==> src/rtl/i2cb_pkg.sv <==
package i2cb_pkg;

    typedef enum logic [1:0] {
        AC_IDLE = 2'd0,
        AC_LOW  = 2'd1,
        AC_WAIT = 2'd2,
        AC_HIGH = 2'd3
    } ac_state_e;

    typedef struct packed {
        logic busy;
        logic pend;
        logic irq;
        logic clh;
        logic rbf;
        logic wbf;
        logic lost;
        logic rx;
        logic tx;
        logic stretch;
    } core_state_t;

    localparam core_state_t CORE_RST = '{
        busy: 1'b0, pend: 1'b0, irq: 1'b0, clh: 1'b0, rbf: 1'b0,
        wbf: 1'b0, lost: 1'b0, rx: 1'b0, tx: 1'b1, stretch: 1'b0
    };

endpackage

==> src/rtl/i2cb_line_filter.sv <==
module i2cb_line_filter #(
    parameter int SYNC_STAGES = 2
) (
    input  logic clk,
    input  logic rst_n,
    input  logic pin_i,
    output logic filt_o
);
    localparam int WIN = 3;

    logic [SYNC_STAGES-1:0] sync_d, sync_q;
    logic [WIN-1:0]         win_d, win_q;
    logic                   filt_d, filt_q;

    always_comb begin
        sync_d = {sync_q[SYNC_STAGES-2:0], pin_i};
        win_d  = {win_q[WIN-2:0], sync_q[SYNC_STAGES-1]};
        filt_d = (win_q[0] & win_q[1]) | (win_q[1] & win_q[2]) | (win_q[0] & win_q[2]);
    end

    always_ff @(posedge clk or negedge rst_n) begin
        if (!rst_n) begin
            sync_q <= '1;
            win_q  <= '1;
            filt_q <= 1'b1;
        end else begin
            sync_q <= sync_d;
            win_q  <= win_d;
            filt_q <= filt_d;
        end
    end

    assign filt_o = filt_q;


    filt_needs_newest_chk: assert property (@(posedge clk) disable iff (!rst_n)
        (filt_q != $past(filt_q)) |-> ($past(win_q[0]) == filt_q));

endmodule

==> src/rtl/i2cb_bus_events.sv <==
module i2cb_bus_events (
    input  logic clk,
    input  logic rst_n,
    input  logic scl_f,
    input  logic sda_f,
    output logic scl_rise,
    output logic scl_fall,
    output logic start_ev,
    output logic stop_ev
);
    logic scl_prev_d, scl_prev_q;
    logic sda_prev_d, sda_prev_q;

    always_comb begin
        scl_prev_d = scl_f;
        sda_prev_d = sda_f;
        scl_rise   = scl_f & ~scl_prev_q;
        scl_fall   = ~scl_f & scl_prev_q;
        start_ev   = scl_f & scl_prev_q & sda_prev_q & ~sda_f;
        stop_ev    = scl_f & scl_prev_q & ~sda_prev_q & sda_f;
    end

    always_ff @(posedge clk or negedge rst_n) begin
        if (!rst_n) begin
            scl_prev_q <= 1'b1;
            sda_prev_q <= 1'b1;
        end else begin
            scl_prev_q <= scl_prev_d;
            sda_prev_q <= sda_prev_d;
        end
    end

endmodule

==> src/rtl/i2cb_auto_clock.sv <==
module i2cb_auto_clock
    import i2cb_pkg::*;
#(
    parameter int LOW_CYC  = 8,
    parameter int HIGH_CYC = 8
) (
    input  logic clk,
    input  logic rst_n,
    input  logic go,
    input  logic scl_f,
    output logic drive_low,
    output logic done
);
    localparam int MAXC  = (LOW_CYC > HIGH_CYC) ? LOW_CYC : HIGH_CYC;
    localparam int CNT_W = $clog2(MAXC + 1);
    localparam logic [CNT_W-1:0] LOW_LAST  = CNT_W'(LOW_CYC - 1);
    localparam logic [CNT_W-1:0] HIGH_LAST = CNT_W'(HIGH_CYC - 1);

    ac_state_e        st_d, st_q;
    logic [CNT_W-1:0] cnt_d, cnt_q;

    always_comb begin
        st_d  = st_q;
        cnt_d = cnt_q;
        done  = 1'b0;
        unique case (st_q)
            AC_IDLE: if (go) begin
                st_d  = AC_LOW;
                cnt_d = '0;
            end
            AC_LOW: begin
                if (cnt_q == LOW_LAST) begin
                    st_d  = AC_WAIT;
                    cnt_d = '0;
                end else begin
                    cnt_d = cnt_q + 1'b1;
                end
            end
            AC_WAIT: if (scl_f) begin
                st_d  = AC_HIGH;
                cnt_d = '0;
            end
            AC_HIGH: begin
                if (cnt_q == HIGH_LAST) begin
                    st_d = AC_IDLE;
                    done = 1'b1;
                end else begin
                    cnt_d = cnt_q + 1'b1;
                end
            end
            default: st_d = AC_IDLE;
        endcase
    end

    always_ff @(posedge clk or negedge rst_n) begin
        if (!rst_n) begin
            st_q  <= AC_IDLE;
            cnt_q <= '0;
        end else begin
            st_q  <= st_d;
            cnt_q <= cnt_d;
        end
    end

    assign drive_low = (st_q == AC_LOW);


    low_needs_go_chk: assert property (@(posedge clk) disable iff (!rst_n)
        $rose(drive_low) |-> $past(go));


    cnt_bound_chk: assert property (@(posedge clk) disable iff (!rst_n)
        (st_q == AC_LOW) |-> (cnt_q <= LOW_LAST));

endmodule

==> src/rtl/i2c_bit_assist.sv <==
module i2c_bit_assist
    import i2cb_pkg::*;
#(
    parameter int SYNC_STAGES = 2,
    parameter int LOW_CYC     = 8,
    parameter int HIGH_CYC    = 8
) (
    input  logic clk,
    input  logic rst_n,
    input  logic scl_in,
    input  logic sda_in,
    output logic scl_pull,
    output logic sda_pull,
    input  logic master_mode,
    input  logic bit_wr,
    input  logic bit_wdata,
    input  logic resume,
    input  logic irq_ack,
    output logic bit_rx,
    output logic clk_high_seen,
    output logic rd_done,
    output logic wr_done,
    output logic bus_busy,
    output logic irq
);
    localparam int NLINES = 2;

    logic [NLINES-1:0] pins, filt;
    logic scl_f, sda_f;
    logic scl_rise, scl_fall, start_ev, stop_ev;
    logic ac_go, ac_low, ac_done;

    core_state_t d, q;

    assign pins = {sda_in, scl_in};

    for (genvar i = 0; i < NLINES; i++) begin : g_filt
        i2cb_line_filter #(.SYNC_STAGES(SYNC_STAGES)) u_filt (
            .clk   (clk),
            .rst_n (rst_n),
            .pin_i (pins[i]),
            .filt_o(filt[i])
        );
    end

    assign scl_f = filt[0];
    assign sda_f = filt[1];

    i2cb_bus_events u_events (
        .clk     (clk),
        .rst_n   (rst_n),
        .scl_f   (scl_f),
        .sda_f   (sda_f),
        .scl_rise(scl_rise),
        .scl_fall(scl_fall),
        .start_ev(start_ev),
        .stop_ev (stop_ev)
    );

    assign ac_go = bit_wr & master_mode;

    i2cb_auto_clock #(.LOW_CYC(LOW_CYC), .HIGH_CYC(HIGH_CYC)) u_autoclk (
        .clk      (clk),
        .rst_n    (rst_n),
        .go       (ac_go),
        .scl_f    (scl_f),
        .drive_low(ac_low),
        .done     (ac_done)
    );

    always_comb begin
        d = q;
        if (resume || ac_go) begin
            d.stretch = 1'b0;
            d.clh     = 1'b0;
            d.rbf     = 1'b0;
            d.wbf     = 1'b0;
            d.lost    = 1'b0;
        end
        if (bit_wr)  d.tx  = bit_wdata;
        if (irq_ack) d.irq = 1'b0;
        if (start_ev) begin
            d.busy = 1'b1;
            d.pend = 1'b1;
        end
        if (stop_ev) begin
            d.busy = 1'b0;
            d.pend = 1'b0;
        end
        if (scl_rise) begin
            d.clh  = 1'b1;
            d.rx   = sda_f;
            d.lost = q.tx & ~sda_f;
        end
        if (scl_fall) begin
            d.rbf = 1'b1;
            d.wbf = ~q.lost;
            if (q.busy) d.stretch = 1'b1;
            if (q.pend) begin
                d.irq  = 1'b1;
                d.pend = 1'b0;
            end
        end
        if (ac_done) d.stretch = 1'b1;
    end

    always_ff @(posedge clk or negedge rst_n) begin
        if (!rst_n) q <= CORE_RST;
        else        q <= d;
    end

    assign scl_pull      = q.stretch | ac_low;
    assign sda_pull      = ~q.tx;
    assign bit_rx        = q.rx;
    assign clk_high_seen = q.clh;
    assign rd_done       = q.rbf;
    assign wr_done       = q.wbf;
    assign bus_busy      = q.busy;
    assign irq           = q.irq;


    busy_from_start_chk: assert property (@(posedge clk) disable iff (!rst_n)
        $rose(q.busy) |-> $past(start_ev));


    irq_from_fall_chk: assert property (@(posedge clk) disable iff (!rst_n)
        $rose(q.irq) |-> $past(scl_fall));


    wbf_implies_rbf_chk: assert property (@(posedge clk) disable iff (!rst_n)
        q.wbf |-> q.rbf);


    resume_release_chk: assert property (@(posedge clk) disable iff (!rst_n)
        (resume && !scl_fall && !ac_done) |=> !q.stretch);

endmodule

==> config.mk <==
export PLATFORM = sky130hd
export DESIGN_NAME = i2c_bit_assist
export DESIGN_NICKNAME = d
export VERILOG_FILES = /design/src/rtl/i2cb_pkg.sv /design/src/rtl/i2cb_line_filter.sv /design/src/rtl/i2cb_bus_events.sv /design/src/rtl/i2cb_auto_clock.sv /design/src/rtl/i2c_bit_assist.sv
export SDC_FILE = /design/constraint.sdc
export NUM_CORES = 1
export LEC_CHECK = 0
export BUFFER_PORTS_ARGS = -buffer_cell sky130_fd_sc_hd__buf_2
export CAP_MARGIN = 10
export CORE_UTILIZATION = 60
export CTS_BUF_LIST = sky130_fd_sc_hd__clkbuf_8
export CTS_CLUSTER_DIAMETER = 30
export DETAILED_ROUTE_END_ITERATION = 8
export PLACE_DENSITY = 0.82
export REMOVE_ABC_BUFFERS = 1
export SYNTH_ARGS = -nofsm -noshare
export SYNTH_HDL_FRONTEND = slang
export SYNTH_HIERARCHICAL = 1
export SYNTH_SLANG_ARGS = --single-unit
==> constraint.sdc <==
create_clock -name clk -period 3.9 [get_ports clk]
set_input_delay 0.195 -clock clk [delete_from_list [all_inputs] [get_ports clk]]
set_output_delay 0.195 -clock clk [all_outputs]
set_load 0.01 [all_outputs]
==> results of run 1 <==
-- layout by cell type, fill, tap and decap left out, drive strengths merged --
master,count
nand3,3
inv,6
clkinvlp,1
o21ai,3
nand2b,3
and2,3
nand3b,1
a21oi,3
buf,16
dlygate4sd3,1
maj3,2
dfrtp,15
a221o,1
a2bb2oi,1
a21boi,1
a21o,2
nand4,2
and2b,1
a21bo,1
nand4b,2
a31oi,1
mux2i,1
nor2,4
dfstp,15
ha,6
a31o,1
o2bb2ai,2
and3,1
nand2,5
o211ai,2
or2,2
clkinv,1
nor2b,3
or2b,2
mux2,2
and3b,1
clkbuf,6
and4b,2
-- power by group through the flow --
stage | clock, W | combinational (W) | sequential [W]
final | 0.000251 | 0.000294 | 0.000412
after global routing | 0.000268 | 0.000330 | 0.000421
after CTS | 0.000258 | 0.000295 | 0.000411
after detailed placement | 0 | 0.000292 | 0.000416
after global placement | 0 | 0.000282 | 0.000412
after floorplan | 0 | 0.000222 | 0.000410
-- through the flow --
| step | setup WS [ns] | util | instance area, sq um | instances |
|---|---|---|---|---|
| final | 2.21 | 0.750 | 1520 | 152 |
| after global routing | 2.17 | 0.750 | 1520 | 152 |
| after CTS | 2.22 | 0.750 | 1520 | 152 |
| after detailed placement | 2.30 | 0.698 | 1410 | 143 |
| after global placement | 2.35 | 0.698 | 1410 | 143 |
| after floorplan | 2.38 | - | 1300 | 100 |
-- routing by layer --
layer	global-route usage	up-vias	share of wire
li1	-	397	-
met1	0.274	385	0.49
met2	0.331	19	0.47
met3	0.0561	2	0.037
met4	0.0882	0	0.0064
met5	0	-	0
-- flip-flops by register name, summed over array words and instances (netlist names) --
register	flops
rd_done	1
wr_done	1
u_autoclk/st_q	2
irq	1
g_filt.u_filt/sync_q	4
u_events/sda_prev_q	1
bit_rx	1
u_autoclk/cnt_q	4
clk_high_seen	1
q	4
u_events/scl_prev_q	1
bus_busy	1
g_filt.u_filt/filt_o	2
g_filt.u_filt/win_q	6
-- layout make-up --
| cell class | count | area, sq um | share of cell area |
|---|---|---|---|
| sequential | 30 | 769 | 0.507 |
| multi-input combinational | 64 | 505 | 0.333 |
| timing repair buffer | 17 | 90.1 | 0.0594 |
| clock buffer | 6 | 82.6 | 0.0545 |
| tap | 27 | 33.8 | 0.0223 |
| inverter | 6 | 22.5 | 0.0149 |
| clock inverter | 2 | 12.5 | 0.00825 |
-- what timing repair did --
item | CTS | global route
hold buffers | 1 | 0
gates resized for setup | 0 | 0
hold endpoints to repair | 15 | 0
-- cell families after synthesis --
| group | synth area share |
|---|---|
| simple gates | 0.169 |
| flops | 0.583 |
| compound gates | 0.113 |
| buf+inv | 0.0341 |
| fa+ha+maj | 0.0739 |
| mux | 0.0275 |
-- final timing paths --
check / start / to
max: u_autoclk/st_q[1] / scl_pull
min: sda_in / g_filt[1].u_filt/sync_q[0]
max reg2reg: u_autoclk/st_q[1] / u_autoclk/st_q[1]
min reg2reg: g_filt[1].u_filt/sync_q[1] / g_filt[1].u_filt/win_q[0]
max in group asynchronous: rst_n / u_autoclk/st_q[0]
min in group asynchronous: rst_n / u_autoclk/cnt_q[1]
-- worst register-to-register path, cell delays in order (launching register included) --
cell      delay (ns)
dfrtp_1         0.42
inv_1           0.13
ha_1            0.15
or2b_1          0.35
o211ai_4        0.15
mux2_4          0.31
==> flow_summary.json, run 1 <==
{
  "dr.pass1.iters": 4,
  "cp-start-kind": "flip-flop",
  "worst_pin_slew_ns": 0.617,
  "vias_per_cell": 5.28,
  "slowest_stage": "dfrtp_1",
  "grt_pass1_vias": 819,
  "whs_path_depth": 1,
  "netlist_area_sq_um": 1320,
  "max_slew_margin": 0.589,
  "ant_nets": 0,
  "cellLeakagePower_nw": 0.700,
  "cts.clk_slew.worst_paths_ns": 0.06,
  "n_antenna_cell": 0,
  "yosysWarningCount": 6,
  "p_sw_w": 0.000302,
  "synth_edf_count": 0,
  "grt_max_degree": 31,
  "critPathTopFamily": "flip-flops",
  "rsz0062_at_grt": "no",
  "pwr-share-comb": 0.307,
  "die_x_um": 48.9,
  "root_buffer": "clkbuf_8",
  "area.growth.synth_to_final_pct": 14.9,
  "netlist_instances": 102,
  "synthTopCellsByArea": "dfstp_2 (30%), dfrtp_1 (28%), ha_1 (5.7%)",
  "status": "complete, no violations",
  "peakVddDrop_mv": 0.460,
  "wl_mm": 2.04,
  "setup.worst_path.class": "flip-flop to output port",
  "drc": 0,
  "async_reset_ff_frac": 1.00,
  "synth_ff_type": "dfstp_2",
  "reg2reg_depth": 5,
  "clk_latency_ns": 0.27,
  "wire_per_inst_um": 13.4,
  "io_pins": 17,
  "maxCapViolCount": 0,
  "total_power_w": 0.000957,
  "cts_max_level": 2,
  "dieArea_sq_um": 2390,
  "cp-end-kind": "output port",
  "intPower_w": 0.000655,
  "gr-usage-all-layers": 0.210,
  "slowest_delay_ns": 0.40,
  "grt_pass1_wl_mm": 3.68,
  "cts_tree": "yes",
  "drtIter0Drc": 13,
  "cts_buffer_depth": 2,
  "final_max_slew_viol_count": 0,
  "switching_share": 0.315,
  "clock_sink_count": 30,
  "num_rows": 16,
  "avgSynthCellArea_sq_um": 12.9,
  "skew_ns": 0.00779,
  "ff2ff_setup_slack_ns": 2.29,
  "synth_seq_cells": 30,
  "setup_tns_ns": 0,
  "gp_congestion": 0.887,
  "fill_cells": 144,
  "crit_buf_inv": 2,
  "grt_overflow": 0,
  "fmax_mhz": 592,
  "antenna_found_initial": 0,
  "setup_viol": 0,
  "initial_core_util": 0.653,
  "worstPathCellList": "inv_1, ha_1, or2_2, buf_2",
  "power_density_nw_per_um2": 631,
  "synthTopCellsByCount": "dfrtp_1 (15), dfstp_2 (15), ha_1 (6), inv_1 (6), nand2_1 (5)",
  "cp_data_required_time_ns": 3.70,
  "fin_hold_ws_ns": 0.0173,
  "yosysTopAreaCellShare": 0.299,
  "port_buffers": 16,
  "die_y_um": 48.9,
  "core_area_sq_um": 2020,
  "vias": 803,
  "cts_inserted_buffers": 5,
  "synth_top_cell_by_area": "dfstp_2",
  "finalCritPeriodShare": 0.433,
  "fin_crit_ns": 1.69,
  "drive_above_1_share": 0.448,
  "cp.depth": 4,
  "hold_violations": 0,
  "yosysUniqueCellTypes": 39,
  "cp_max_fo": 5,
  "arrival_ns": 1.49,
  "power_frac_clock": 0.262,
  "nets": 139,
  "seqPwrFrac": 0.431,
  "ys_seq_area_frac": 0.583,
  "post_cts_buffers": 0,
  "hold_class": "input pin to flip-flop"
}
Power figures use the tool's default switching activity.
==> inputs of run 2 (changes only) <==
--- a/config.mk
+++ b/config.mk
@@ -7,11 +7,11 @@
 export LEC_CHECK = 0
 export BUFFER_PORTS_ARGS = -buffer_cell sky130_fd_sc_hd__buf_2
 export CAP_MARGIN = 10
-export CORE_UTILIZATION = 60
+export CORE_UTILIZATION = 53
 export CTS_BUF_LIST = sky130_fd_sc_hd__clkbuf_8
 export CTS_CLUSTER_DIAMETER = 30
 export DETAILED_ROUTE_END_ITERATION = 8
-export PLACE_DENSITY = 0.82
+export PLACE_DENSITY = 0.77
 export REMOVE_ABC_BUFFERS = 1
 export SYNTH_ARGS = -nofsm -noshare
 export SYNTH_HDL_FRONTEND = slang
==> constraint.sdc (replaced) <==
create_clock -name clk -period 1.51 [get_ports clk]
set_input_delay 0.0755 -clock clk [delete_from_list [all_inputs] [get_ports clk]]
set_output_delay 0.0755 -clock clk [all_outputs]
set_load 0.01 [all_outputs]
==> run 2 against run 1 <==
Hold slack improved by 0.020 ns. Clock skew shrank 0.0023 ns. Non-clock buffer count is 14 higher. Critical endpoint is now u_autoclk/st_q[1]. Largest cell class unchanged.
==> flow_summary.json, run 2 (synthesis gave the netlist of run 1 again) <==
{
  "vias": 899,
  "ant_nets": 0,
  "layoutNonFillerInstCount": 167,
  "setup_viol": 0,
  "r2r_start": "u_autoclk/st_q[0]",
  "dr.pass1.iters": 4,
  "ff2ff_setup_slack_ns": 0.02,
  "largest_reg_flops": 6,
  "grt_max_degree": 31,
  "cts_tree": "yes",
  "nets": 153,
  "cp-start-kind": "flip-flop",
  "clock_sink_count": 30,
  "drc": 0,
  "die_x_um": 51.9,
  "cp-end-kind": "flip-flop",
  "core_area_sq_um": 2280,
  "worst_pin_slew_ns": 0.638,
  "antenna_found_initial": 0,
  "wl_mm": 2.42,
  "maxCapViolCount": 0,
  "grt_overflow": 0,
  "clk_latency_ns": 0.28,
  "worstReg2RegEnd": "u_autoclk/st_q[1]",
  "worst_hold_startpoint": "bit_wr",
  "io_pins": 17,
  "arrival_ns": 1.65,
  "dieArea_sq_um": 2690,
  "layout_setup_ws_ns": 0.0238,
  "grt_pass1_vias": 925,
  "num_rows": 17,
  "power_density_nw_per_um2": 1690,
  "placed_cell_area_sq_um": 1470,
  "fill_cells": 150,
  "cellLeakagePower_nw": 0.770,
  "dp_slack_ns": -0.000311,
  "largest-register": "g_filt.u_filt/win_q",
  "port_buffers": 16,
  "final_max_slew_viol_count": 0,
  "cts_max_level": 2,
  "initial_core_util": 0.580,
  "max_slew_margin": 0.575,
  "hpwlAfterDp_mm": 1.65,
  "dp_cells": 151,
  "cp_data_required_time_ns": 1.67,
  "gr-usage-all-layers": 0.217,
  "cts_buffer_depth": 2,
  "grt_pass1_wl_mm": 4.05,
  "root_buffer": "clkbuf_8",
  "whs_path_depth": 2,
  "cts.clk_slew.worst_paths_ns": 0.06,
  "peakVddDrop_mv": 1.35,
  "die_y_um": 51.9,
  "hold_class": "input pin to flip-flop",
  "setup.worst_path.class": "flip-flop to flip-flop",
  "cp_max_fo": 4,
  "hold_violations": 0,
  "finalCritPeriodShare": 0.984,
  "fin_area_sq_um": 1680,
  "cts_inserted_buffers": 5,
  "n_antenna_cell": 0,
  "mostFrequentLayoutCells": "dfrtp_1 (15), dfstp_2 (15), buf_2 (15)",
  "total_power_w": 0.00284,
  "reg2reg_depth": 5,
  "rsz0062_at_grt": "yes",
  "drtIter0Drc": 17,
  "skew_ns": 0.00549,
  "gp_congestion": 0.766,
  "drive_above_1_share": 0.540,
  "area.growth.synth_to_final_pct": 27.6,
  "fin_crit_ns": 1.49,
  "fmax_mhz": 673,
  "wire_per_inst_um": 14.5,
  "vias_per_cell": 5.38,
  "worstHoldEndpoint": "q[1]",
  "status": "complete, no violations"
}
[run 2: metrics by stage]
step | hold slack (ns) | TNS [ns] | utilization
5_1_grt | 0.0377 | -0.0648 | 0.740
3_5_place_dp | 0.133 | -0.000311 | 0.644
6_report | 0.0370 | 0 | 0.740
3_3_place_gp | 0.126 | 0 | 0.644
4_1_cts | 0.0373 | -0.0416 | 0.708
2_1_floorplan | -0.220 | -0.00582 | -
[run 2: worst max-delay path, cell delays in order, from the launching register on]
cell	delay (ns)
dfrtp_1	0.41
inv_2	0.10
ha_1	0.14
or2b_1	0.30
o211ai_4	0.12
mux2_4	0.32
[run 2: area by class of cell]
type,instances,area [sq um],area share
Sequential cell,30,769,0.457
Tap cell,28,35.0,0.0208
Clock inverter,2,12.5,0.00743
Timing Repair Buffer,31,224,0.133
Inverter,6,22.5,0.0134
Multi-Input combinational cell,64,538,0.319
Clock buffer,6,82.6,0.0490
[run 2: worst max-delay path by stage]
stage	from	to	slack (ns)	cells past startpoint
detailed placement	u_autoclk/st_q[0]	u_autoclk/st_q[1]	-0.0003	5
global placement	u_autoclk/cnt_q[0]	u_autoclk/st_q[1]	0.07	4
CTS	u_autoclk/st_q[0]	scl_pull	-0.01	4
floorplan	u_autoclk/st_q[0]	u_autoclk/st_q[1]	-0.006	5
finish	u_autoclk/st_q[0]	u_autoclk/st_q[1]	0.02	5
global route	u_autoclk/st_q[1]	u_autoclk/st_q[1]	-0.02	5
[run 2: report_power, final]
group | total (W) | internal, W | switching [W]
registers | 0.00106 | 0.000954 | 0.000106
logic | 0.00112 | 0.000627 | 0.000489
clock network | 0.000666 | 0.000365 | 0.000301
[run 2: routing by layer]
metal / track usage / routed length, um
met1: 0.268 / 1110
met3: 0.0877 / 107
met5: 0 / 0
met2: 0.340 / 1170
met4: 0.0811 / 34
[run 2: timing repair]
item                       4_1_cts  5_1_grt
hold buffers                     4        0
setup endpoints to repair        3        7
hold endpoints to repair        18        0
setup buffers                    1        4
gates resized for setup          2       13
pin swaps                        0        2
